==> config.mk <==
export PLATFORM = sky130hd
export DESIGN_NAME = bsz_seq
export DESIGN_NICKNAME = d
export VERILOG_FILES = /design/src/rtl/bsz_pkg.sv /design/src/rtl/bsz_plan.sv /design/src/rtl/bsz_addr_fmt.sv /design/src/rtl/bsz_pack.sv /design/src/rtl/bsz_seq.sv
export SDC_FILE = /design/constraint.sdc
export NUM_CORES = 1
export LEC_CHECK = 0
export BUFFER_PORTS_ARGS = -buffer_cell sky130_fd_sc_hd__buf_2
export CAP_MARGIN = 20
export CORE_MARGIN = 5
export CORE_UTILIZATION = 56
export DETAILED_ROUTE_END_ITERATION = 8
export PLACE_DENSITY = 0.78
export SLEW_MARGIN = 20
export SYNTH_ARGS = -nofsm -noshare
export SYNTH_HDL_FRONTEND = slang
export SYNTH_SLANG_ARGS = --single-unit
==> constraint.sdc <==
create_clock -name clk -period 5.1 [get_ports clk]
set_input_delay 1.02 -clock clk [delete_from_list [all_inputs] [get_ports clk]]
set_output_delay 1.02 -clock clk [all_outputs]
set_load 0.03 [all_outputs]
==> src/rtl/bsz_pkg.sv <==
package bsz_pkg;

    typedef enum logic [2:0] {
        ST_IDLE    = 3'd0,
        ST_ADDR_HI = 3'd1,
        ST_ADDR_LO = 3'd2,
        ST_XFER    = 3'd3,
        ST_DONE    = 3'd4
    } state_e;

    typedef enum logic [1:0] {
        BW_8    = 2'd0,
        BW_16   = 2'd1,
        BW_32   = 2'd2,
        BW_RSVD = 2'd3
    } bw_e;

    // log2 of the external unit in bytes; the reserved code acts as 32 bits
    function automatic logic [1:0] unit_log2(input logic [1:0] bw);
        logic [1:0] r;
        unique case (bw)
            BW_8:    r = 2'd0;
            BW_16:   r = 2'd1;
            default: r = 2'd2;
        endcase
        return r;
    endfunction

endpackage

==> src/rtl/bsz_plan.sv <==
module bsz_plan
    import bsz_pkg::*;
#(
    parameter int PADDR_W = 32,
    parameter int CNT_W   = 4
) (
    input  logic [PADDR_W-1:0] addr,
    input  logic [1:0]         size,
    input  logic               burst,
    input  logic [1:0]         bw,
    output logic [CNT_W-1:0]   count,
    output logic [PADDR_W-1:0] base,
    output logic [1:0]         ul2
);

    logic [1:0] sz_l2;
    logic [1:0] span_l2;

    always_comb begin
        ul2     = unit_log2(bw);
        sz_l2   = burst ? 2'd3 : size;
        span_l2 = (sz_l2 > ul2) ? sz_l2 : ul2;
        count   = CNT_W'(1) << (span_l2 - ul2);
        base    = addr & ~((PADDR_W'(1) << span_l2) - PADDR_W'(1));
    end

endmodule

==> src/rtl/bsz_addr_fmt.sv <==
module bsz_addr_fmt #(
    parameter int PADDR_W = 32,
    parameter int EXT_AW  = 20,
    parameter int UPPER_W = 8
) (
    input  logic [PADDR_W-1:0] cur_addr,
    input  logic [1:0]         ul2,
    input  logic               sel_hi,
    input  logic               sel_lo,
    output logic [EXT_AW-1:0]  ext_addr
);

    localparam int LOW_ZERO = EXT_AW - UPPER_W;

    logic [EXT_AW-1:0]  lower;
    logic [UPPER_W-1:0] upper;

    always_comb begin
        lower = EXT_AW'(cur_addr >> ul2);
        upper = UPPER_W'(cur_addr >> (32'(ul2) + 32'(EXT_AW)));
        if (sel_hi) begin
            ext_addr = {upper, {LOW_ZERO{1'b0}}};
        end else if (sel_lo) begin
            ext_addr = lower;
        end else begin
            ext_addr = '0;
        end
    end

endmodule

==> src/rtl/bsz_pack.sv <==
module bsz_pack #(
    parameter int EXT_DW = 32,
    parameter int INT_DW = 64,
    localparam int OFF_W = $clog2(INT_DW / 8)
) (
    input  logic              clk,
    input  logic              rst_n,
    input  logic              clear,
    input  logic              capture,
    input  logic [OFF_W-1:0]  lane_off,
    input  logic [1:0]        ul2,
    input  logic [EXT_DW-1:0] ext_rdata,
    output logic [INT_DW-1:0] rd_data
);

    localparam int EXT_BYTES = EXT_DW / 8;
    localparam int INT_BYTES = INT_DW / 8;
    localparam int EIDX_W    = $clog2(EXT_BYTES);

    logic [7:0]     ext_b [EXT_BYTES];
    logic [OFF_W:0] unit_bytes;

    assign unit_bytes = (OFF_W + 1)'(1) << ul2;

    generate
        for (genvar e = 0; e < EXT_BYTES; e++) begin : g_ext
            assign ext_b[e] = ext_rdata[e*8 +: 8];
        end

        for (genvar b = 0; b < INT_BYTES; b++) begin : g_lane
            logic [OFF_W:0] rel;
            logic           hit;
            logic [7:0]     q;

            always_comb begin
                rel = (OFF_W + 1)'(b) - {1'b0, lane_off};
                hit = capture && ({1'b0, lane_off} <= (OFF_W + 1)'(b))
                      && (rel < unit_bytes);
            end

            always_ff @(posedge clk or negedge rst_n) begin
                if (!rst_n) begin
                    q <= '0;
                end else if (clear) begin
                    q <= '0;
                end else if (hit) begin
                    q <= ext_b[rel[EIDX_W-1:0]];
                end
            end

            assign rd_data[b*8 +: 8] = q;
        end
    endgenerate

endmodule

==> src/rtl/bsz_seq.sv <==
module bsz_seq
    import bsz_pkg::*;
#(
    parameter int PADDR_W = 32,
    parameter int EXT_AW  = 20,
    parameter int UPPER_W = 8,
    parameter int EXT_DW  = 32,
    parameter int INT_DW  = 64
) (
    input  logic               clk,
    input  logic               rst_n,
    input  logic               req_valid,
    output logic               req_ready,
    input  logic [PADDR_W-1:0] req_addr,
    input  logic [1:0]         req_size,
    input  logic               req_burst,
    input  logic [1:0]         bus_width,
    output logic               busy,
    output logic [EXT_AW-1:0]  ext_addr,
    output logic               ext_phase_hi,
    output logic               ext_phase_lo,
    output logic               ext_phase_data,
    input  logic [EXT_DW-1:0]  ext_rdata,
    output logic               done,
    output logic [INT_DW-1:0]  rd_data
);

    localparam int INT_BYTES = INT_DW / 8;
    localparam int OFF_W     = $clog2(INT_BYTES);
    localparam int CNT_W     = OFF_W + 1;

    state_e              state_q;
    state_e              state_d;
    logic [PADDR_W-1:0]  cur_addr;
    logic [CNT_W-1:0]    remain;
    logic [1:0]          ul2_q;
    logic                accept;
    logic                last_unit;

    logic [CNT_W-1:0]    plan_count;
    logic [PADDR_W-1:0]  plan_base;
    logic [1:0]          plan_ul2;

    bsz_plan #(
        .PADDR_W (PADDR_W),
        .CNT_W   (CNT_W)
    ) i_plan (
        .addr  (req_addr),
        .size  (req_size),
        .burst (req_burst),
        .bw    (bus_width),
        .count (plan_count),
        .base  (plan_base),
        .ul2   (plan_ul2)
    );

    assign accept    = (state_q == ST_IDLE) && req_valid;
    assign last_unit = (remain == CNT_W'(1));

    // state register
    always_ff @(posedge clk or negedge rst_n) begin
        if (!rst_n) begin
            state_q <= ST_IDLE;
        end else begin
            state_q <= state_d;
        end
    end

    // transitions
    always_comb begin
        state_d = state_q;
        unique case (state_q)
            ST_IDLE:    if (req_valid) state_d = ST_ADDR_HI;
            ST_ADDR_HI: state_d = ST_ADDR_LO;
            ST_ADDR_LO: state_d = ST_XFER;
            ST_XFER:    state_d = last_unit ? ST_DONE : ST_ADDR_HI;
            ST_DONE:    state_d = ST_IDLE;
            default:    state_d = ST_IDLE;
        endcase
    end

    // sub-cycle bookkeeping
    always_ff @(posedge clk or negedge rst_n) begin
        if (!rst_n) begin
            cur_addr <= '0;
            remain   <= '0;
            ul2_q    <= '0;
        end else if (accept) begin
            cur_addr <= plan_base;
            remain   <= plan_count;
            ul2_q    <= plan_ul2;
        end else if (state_q == ST_XFER) begin
            cur_addr <= cur_addr + (PADDR_W'(1) << ul2_q);
            remain   <= remain - CNT_W'(1);
        end
    end

    // outputs
    always_comb begin
        req_ready      = 1'b0;
        busy           = 1'b0;
        ext_phase_hi   = 1'b0;
        ext_phase_lo   = 1'b0;
        ext_phase_data = 1'b0;
        done           = 1'b0;
        unique case (state_q)
            ST_IDLE:    req_ready = 1'b1;
            ST_ADDR_HI: begin busy = 1'b1; ext_phase_hi = 1'b1; end
            ST_ADDR_LO: begin busy = 1'b1; ext_phase_lo = 1'b1; end
            ST_XFER:    begin busy = 1'b1; ext_phase_data = 1'b1; end
            ST_DONE:    done = 1'b1;
            default:    req_ready = 1'b0;
        endcase
    end

    bsz_addr_fmt #(
        .PADDR_W (PADDR_W),
        .EXT_AW  (EXT_AW),
        .UPPER_W (UPPER_W)
    ) i_addr_fmt (
        .cur_addr (cur_addr),
        .ul2      (ul2_q),
        .sel_hi   (ext_phase_hi),
        .sel_lo   (ext_phase_lo),
        .ext_addr (ext_addr)
    );

    bsz_pack #(
        .EXT_DW (EXT_DW),
        .INT_DW (INT_DW)
    ) i_pack (
        .clk       (clk),
        .rst_n     (rst_n),
        .clear     (accept),
        .capture   (ext_phase_data),
        .lane_off  (cur_addr[OFF_W-1:0]),
        .ul2       (ul2_q),
        .ext_rdata (ext_rdata),
        .rd_data   (rd_data)
    );

endmodule

# Word level (Yosys, flattened, before mapping)
# Cells that the tools add are included.
# word_totals
regBits	105
word_cells	158
out_inout_bits	90
input_bits	72
# op_classes
shifts	6
addsub	13
reduce_logical	28
order_cmp	24
n_bitwise	10
muxes	58
eq_ne	7
# ops
op	n
$mux W8	32
$bmux W8 S2	8
$mux W32	2
$shl A1 B2 Y32 const A	2
$mux W20	2
$add A32 B32 Y32	1
$and A32 B32 Y32	1
$lt A4 B4 Y1	8
$not A32 Y32	1
$shr A32 B2 Y20	1
$shr A32 B32 Y8	1
$sub A32 B1 Y32 const B	1
$ge A3 B3 Y1 const B	8
$not A2 Y3	8
$reduce_bool A2 Y1	9
$logic_and A1 B1 Y1	16
$sub A3 B3 Y4 const A	4
$pmux W3 S4	1
$le A3 B3 Y1 const B	3
$mux W4	2
$shl A1 B2 Y4 const A	2
$sub A1 B3 Y4 const A	2
$sub A2 B3 Y4 const A	2
$add A2 B5 Y6 const B	1
18 further kinds	28

# Logic depth before layout (Yosys ltp)
# depth
ltp_word	9
depth_mapped	15
ltp_nobuf	11

# Modules after synthesis
# A second synthesis with hierarchy kept.
# unflattened
cells_unflattened	790
hier_area_um2	7905.1
# modules_own_cells
module	area_per_inst_um2	cells_each	n_inst	seq_area_each_um2
bsz_pack	4196.5	373	1	1601.5
bsz_seq	2547.4	274	1	1026.0
bsz_addr_fmt	859.6	87	1	0.0
bsz_plan	301.5	56	1	0.0

# Least setup slack after synthesis
# Ideal clock, no wire load.
# synth_path
path_kind	register -> register
startpoint	register cur_addr[1]
endpoint	register i_pack.g_lane[6].q[5]
setup_slack_ns	1.140
period_less_slack_ns	3.960
stages_incl_launch_ff	15
arrival_ns	3.826
path_buffers	5
setup_ns	0.134
required_ns	4.966
cell_sequence	dfrtp_1 buf_1 clkbuf_1 inv_1 ha_1 clkbuf_1 clkbuf_1 inv_1 ha_1 nor2b_1 o311ai_0 nand3_1 clkbuf_1 nand3_1 o21ai_0
# synth_between
elab_chain_cells	7
elab_cells_between_ends	12
cone_classes	1 x add/sub; 2 x order compare; 5 x mux; 1 x bitwise; 3 x reduce/logical
# synth_lines
item	line	rtl
from (decl)	bsz_seq.sv:34	logic [PADDR_W-1:0] cur_addr;
from (signal assigned)	bsz_seq.sv:89	cur_addr <= plan_base;
from (signal assigned)	bsz_seq.sv:93	cur_addr <= cur_addr + (PADDR_W'(1) << ul2_q);
$sub A3 B3 Y4	bsz_pack.sv:36	rel = (OFF_W + 1)'(b) - {1'b0, lane_off};
$not A2 Y3 (not written as such)	bsz_pack.sv:47	q <= ext_b[rel[EIDX_W-1:0]];
$bmux W8 S2	bsz_pack.sv:47	
$mux W8 (not written as such) (2 in series)	bsz_pack.sv:47	
$mux W8	bsz_pack.sv:46	end else if (hit) begin
$mux W8	bsz_pack.sv:44	end else if (clear) begin
to (signal assigned)	bsz_pack.sv:47	
to (decl)	bsz_pack.sv:33	logic [7:0] q;
# Parallel ways exist; a longest one is shown, timed or not. The select of a mux whose other input is x is not followed.
# A chain may end at the register's enable or synchronous reset.

# Worst setup path in the final report
# layout_path
startpoint	register cur_addr[0]
endpoint	register i_pack.g_lane[4].q[1]
# layout_between
elab_chain_cells	7
elab_cells_between_ends	12
cone_classes	1 x add/sub; 2 x order compare; 5 x mux; 1 x bitwise; 3 x reduce/logical
# layout_lines
item	line
$sub A3 B3 Y4	bsz_pack.sv:36
$not A2 Y3 (not written as such)	bsz_pack.sv:47
$bmux W8 S2	bsz_pack.sv:47
$mux W8 (not written as such) (2 in series)	bsz_pack.sv:47
$mux W8	bsz_pack.sv:46
$mux W8	bsz_pack.sv:44
to (signal assigned)	bsz_pack.sv:47
to (decl)	bsz_pack.sv:33
# Parallel ways exist; a longest one is shown, timed or not. The select of a mux whose other input is x is not followed.

==> impl_metrics.py <==
metrics = {
    "status": {
        "status": "completed",
    },
    "cells_and_area": {
        "antenna_cells": 0,
        "drive_above_1_share": 0.278,
        "final_common_cell": "buf_2",
        "fill_cells": 1038,
        "syn2layout_area_growth_pct": 16.4,
        "fin_nets": 990,
        "layout_common_cells": "159 x buf_2, 126 x nand2_1, 103 x dfrtp_1",
        "fin_cells": 1053,
    },
    "power_and_ir_drop": {
        "power_frac_comb": 0.610,
        "p_sw_uw": 2870,
        "p_seq_frac": 0.258,
        "clock_power_share": 0.132,
        "leakage_uw": 0.00407,
        "vdd_drop_max_mv": 0.341,
        "p_int_uw": 3000,
        "swShare": 0.489,
        "power.density_nw_per_um2": 689,
    },
    "synth": {
        "syn_nets": 864,
        "synth-edff-count": 0,
        "synth_mux_area_frac": 0.202,
        "ys_warn_count": 0,
        "synth_area_leaders": "dfrtp_1 36%, mux4_2 13%, ha_1 7.0%, nand2_1 6.5%, mux2i_1 6.0%",
        "syn_avg_cell_area_um2": 9.75,
        "ys_seq_elements": 104,
        "synthXorXnorAreaFrac": 0.0192,
        "synth_compound_gate_area_share": 0.130,
        "synth-simple-area-share": 0.172,
        "syn_area_um2": 7310,
        "synthAdderAreaFrac": 0.0757,
        "synth_top_family_by_area": "multiplexers",
        "synthArstFlopShare": 1.00,
        "synth_cells": 750,
        "synthFlopType": "dfrtp_1",
        "synth_top_cell_by_area": "dfrtp_1",
        "synth.top_cell.area_share": 0.356,
        "synth.distinct_cells": 64,
        "ys_seq_area_frac": 0.356,
    },
    "floorplan": {
        "design.core.area_um2": 12700,
        "die_area_um2": 15400,
        "ios": 162,
        "start_util": 0.575,
        "die_h_um": 124,
        "rows": 41,
        "dieWidth_um": 124,
    },
    "setup_path": {
        "slowest_stage": "o21ai_1",
        "cp_cell_sequence": "buf_4 > inv_1 > ha_1 > buf_4 > ha_1 > nor2b_1 > nor2_1 > maj3_1 > o21ai_1 > mux2i_1",
        "path_buf_inv": 3,
        "regToRegEndpoint": "i_pack.g_lane[4].q[1]$_DFFE_PN0P_",
        "path_class": "register to register",
        "rrSetupSlack_ns": 1.43,
        "critPathMaxStageDelay_ns": 0.74,
        "r2r_start": "cur_addr[0]$_DFFE_PN0P_",
        "path_delay_family": "adder cells",
        "worst_ep_arrival_time_ns": 3.93,
        "end_kind": "register",
        "r2r_cells": 10,
        "start_kind": "register",
        "crit_fanout": 39,
        "worstPathRequired_ns": 5.36,
    },
    "sta": {
        "worst_clock_skew_ns": 0.0109,
        "fin_setup_tns_ns": 0,
        "maxSlewViolCount": 0,
        "tightest_slew_ns": 1.01,
        "period_share": 0.719,
        "setup_violations": 0,
        "fin_crit_ns": 3.67,
        "rsz0062_at_grt": "no",
        "fmax_mhz": 273,
        "final.setup.worst_slack_ns": 1.43,
        "hold_violations": 0,
        "relSlewSlack": 0.330,
    },
    "drt": {
        "wl_per_cell_um": 18.9,
        "drt_iter0_markers": 532,
        "avgViaCountPerCell": 6.12,
        "vias": 6444,
        "route.detailed.drc": 0,
        "ant_nets": 0,
        "wl_mm": 19.9,
        "dr.pass1.iters": 4,
    },
    "run": {
        "drv_cap": 0,
    },
    "placed_design": {
        "dp_hpwl_mm": 14.3,
        "placed_cells": 1037,
        "pre_cts_ws_ns": 1.44,
        "place.gp.congestion": 0.886,
        "portBuffers": 160,
    },
    "clocking": {
        "cts-root-buf": "clkbuf_16",
        "h-tree-depth": 3,
        "numCtsBuffers": 9,
        "clock-sinks": 104,
        "clkSlewWorstSetupHoldPaths_ns": 0.07,
        "hold_buffers": 0,
        "clockBufferDepth": 2,
        "cts_resized": 0,
        "post_cts.repair.setup_buffers": 0,
        "cts_tree": "done",
        "clk_latency_ns": 0.35,
    },
    "global_routing": {
        "grt_usage": 0.251,
        "grt_max_degree": 100,
        "grt-ovfl-total": 0,
        "grt_pass1_wl_mm": 32.3,
        "antenna_found_initial": 0,
        "grt_pass1_vias": 6316,
    },
    "hold_path": {
        "hp-class": "register to register",
        "holdCritStartpoint": "i_pack.g_lane[6].q[1]$_DFFE_PN0P_",
        "min_path_cells": 2,
        "min_to": "i_pack.g_lane[6].q[1]$_DFFE_PN0P_",
    },
}
==> through the flow <==
step | area, um^2 | total power, uW | hold slack [ns] | utilization
detailed placement | 8170 | 5080 | 0.488 | 0.643
finish | 8510 | 5860 | 0.501 | 0.669
global placement | 8170 | 4940 | 0.479 | 0.643
floorplan | 7310 | 4150 | 0.477 | -
global route | 8510 | 6280 | 0.526 | 0.669
CTS | 8510 | 5880 | 0.504 | 0.669
==> flip-flops by register name, indices dropped and copies added, names as in the netlist <==
| signal | count |
|---|---|
| i_pack.g_lane.q | 64 |
| cur_addr | 31 |
| remain | 4 |
| state_q | 3 |
| ul2_q | 2 |
==> synth_stat cells, types with 3 or more instances <==
cell type and number:
nor2b_1 16, dfrtp_1 104, o31ai_1 4, a21o_1 3, nand2b_1 3, o311ai_0 6
mux2i_1 44, clkbuf_1 36, a311oi_1 3, a32o_1 4, nand4_1 8, nand2_1 127
and2_1 5, xor2_1 5, a211oi_1 6, o22ai_1 4, a31oi_1 4, nor2_1 36
nor3_1 7, nand3_1 44, xnor2_1 11, ha_1 41, buf_2 8, mux4_2 43
mux2_2 6, o211ai_1 10, a21oi_1 20, and4_1 4, and3_1 4, inv_1 28
buf_1 5, o21ai_0 59
==> worst max path at each step <==
stage	startpoint	to	slack, ns	cells after the start
6_report	cur_addr[0]$_DFFE_PN0P_	i_pack.g_lane[4].q[1]$_DFFE_PN0P_	1.43	10
3_3_place_gp	cur_addr[0]$_DFFE_PN0P_	i_pack.g_lane[4].q[1]$_DFFE_PN0P_	1.50	10
3_5_place_dp	cur_addr[0]$_DFFE_PN0P_	i_pack.g_lane[4].q[1]$_DFFE_PN0P_	1.44	10
5_1_grt	cur_addr[0]$_DFFE_PN0P_	i_pack.g_lane[4].q[5]$_DFFE_PN0P_	1.12	10
4_1_cts	cur_addr[0]$_DFFE_PN0P_	i_pack.g_lane[4].q[1]$_DFFE_PN0P_	1.39	10
2_1_floorplan	cur_addr[1]$_DFFE_PN0P_	i_pack.g_lane[6].q[5]$_DFFE_PN0P_	1.14	14
==> power by group through the flow <==
stage | clock network [uW] | registers (uW) | logic [uW]
2_1_floorplan | 0 | 1770 | 2390
3_5_place_dp | 0 | 1520 | 3560
3_3_place_gp | 0 | 1500 | 3440
5_1_grt | 816 | 1560 | 3900
6_report | 773 | 1520 | 3580
4_1_cts | 780 | 1510 | 3590
==> per-layer routing <==
layer | GRT usage | vias to the layer above | part of all wire
li1 | - | 2976 | -
met1 | 0.333 | 3210 | 0.42
met2 | 0.413 | 226 | 0.49
met3 | 0.0497 | 32 | 0.063
met4 | 0.0851 | 0 | 0.024
met5 | 0 | - | 0
==> area by class of cell <==
class                      count  area [um^2]  area share
timing repair buffer         168          863       0.102
inverter                      28          105      0.0124
clock inverter                 6         92.6      0.0109
multi-input combinational    565         4390       0.516
sequential                   104         2600       0.306
clock buffer                  10          239      0.0281
tap                          172          215      0.0253
==> worst min-delay path, stage by stage (launching register included) <==
cell	delay (ns)
dfrtp_1	0.34
nand3_1	0.06
o21ai_0	0.07
==> logic make-up (layout without fill, tap and decap cells) <==
kind of cell / after synthesis / after routing
adders and majority gates: 44 / 44
and+or+nand+nor: 268 / 268
AOI/OAI and AO/OA: 144 / 144
buffers and inverters: 81 / 212
muxes: 93 / 93
DFF: 104 / 104
xor gates and xnor gates: 16 / 16
(Power assumes the default switching activity.)
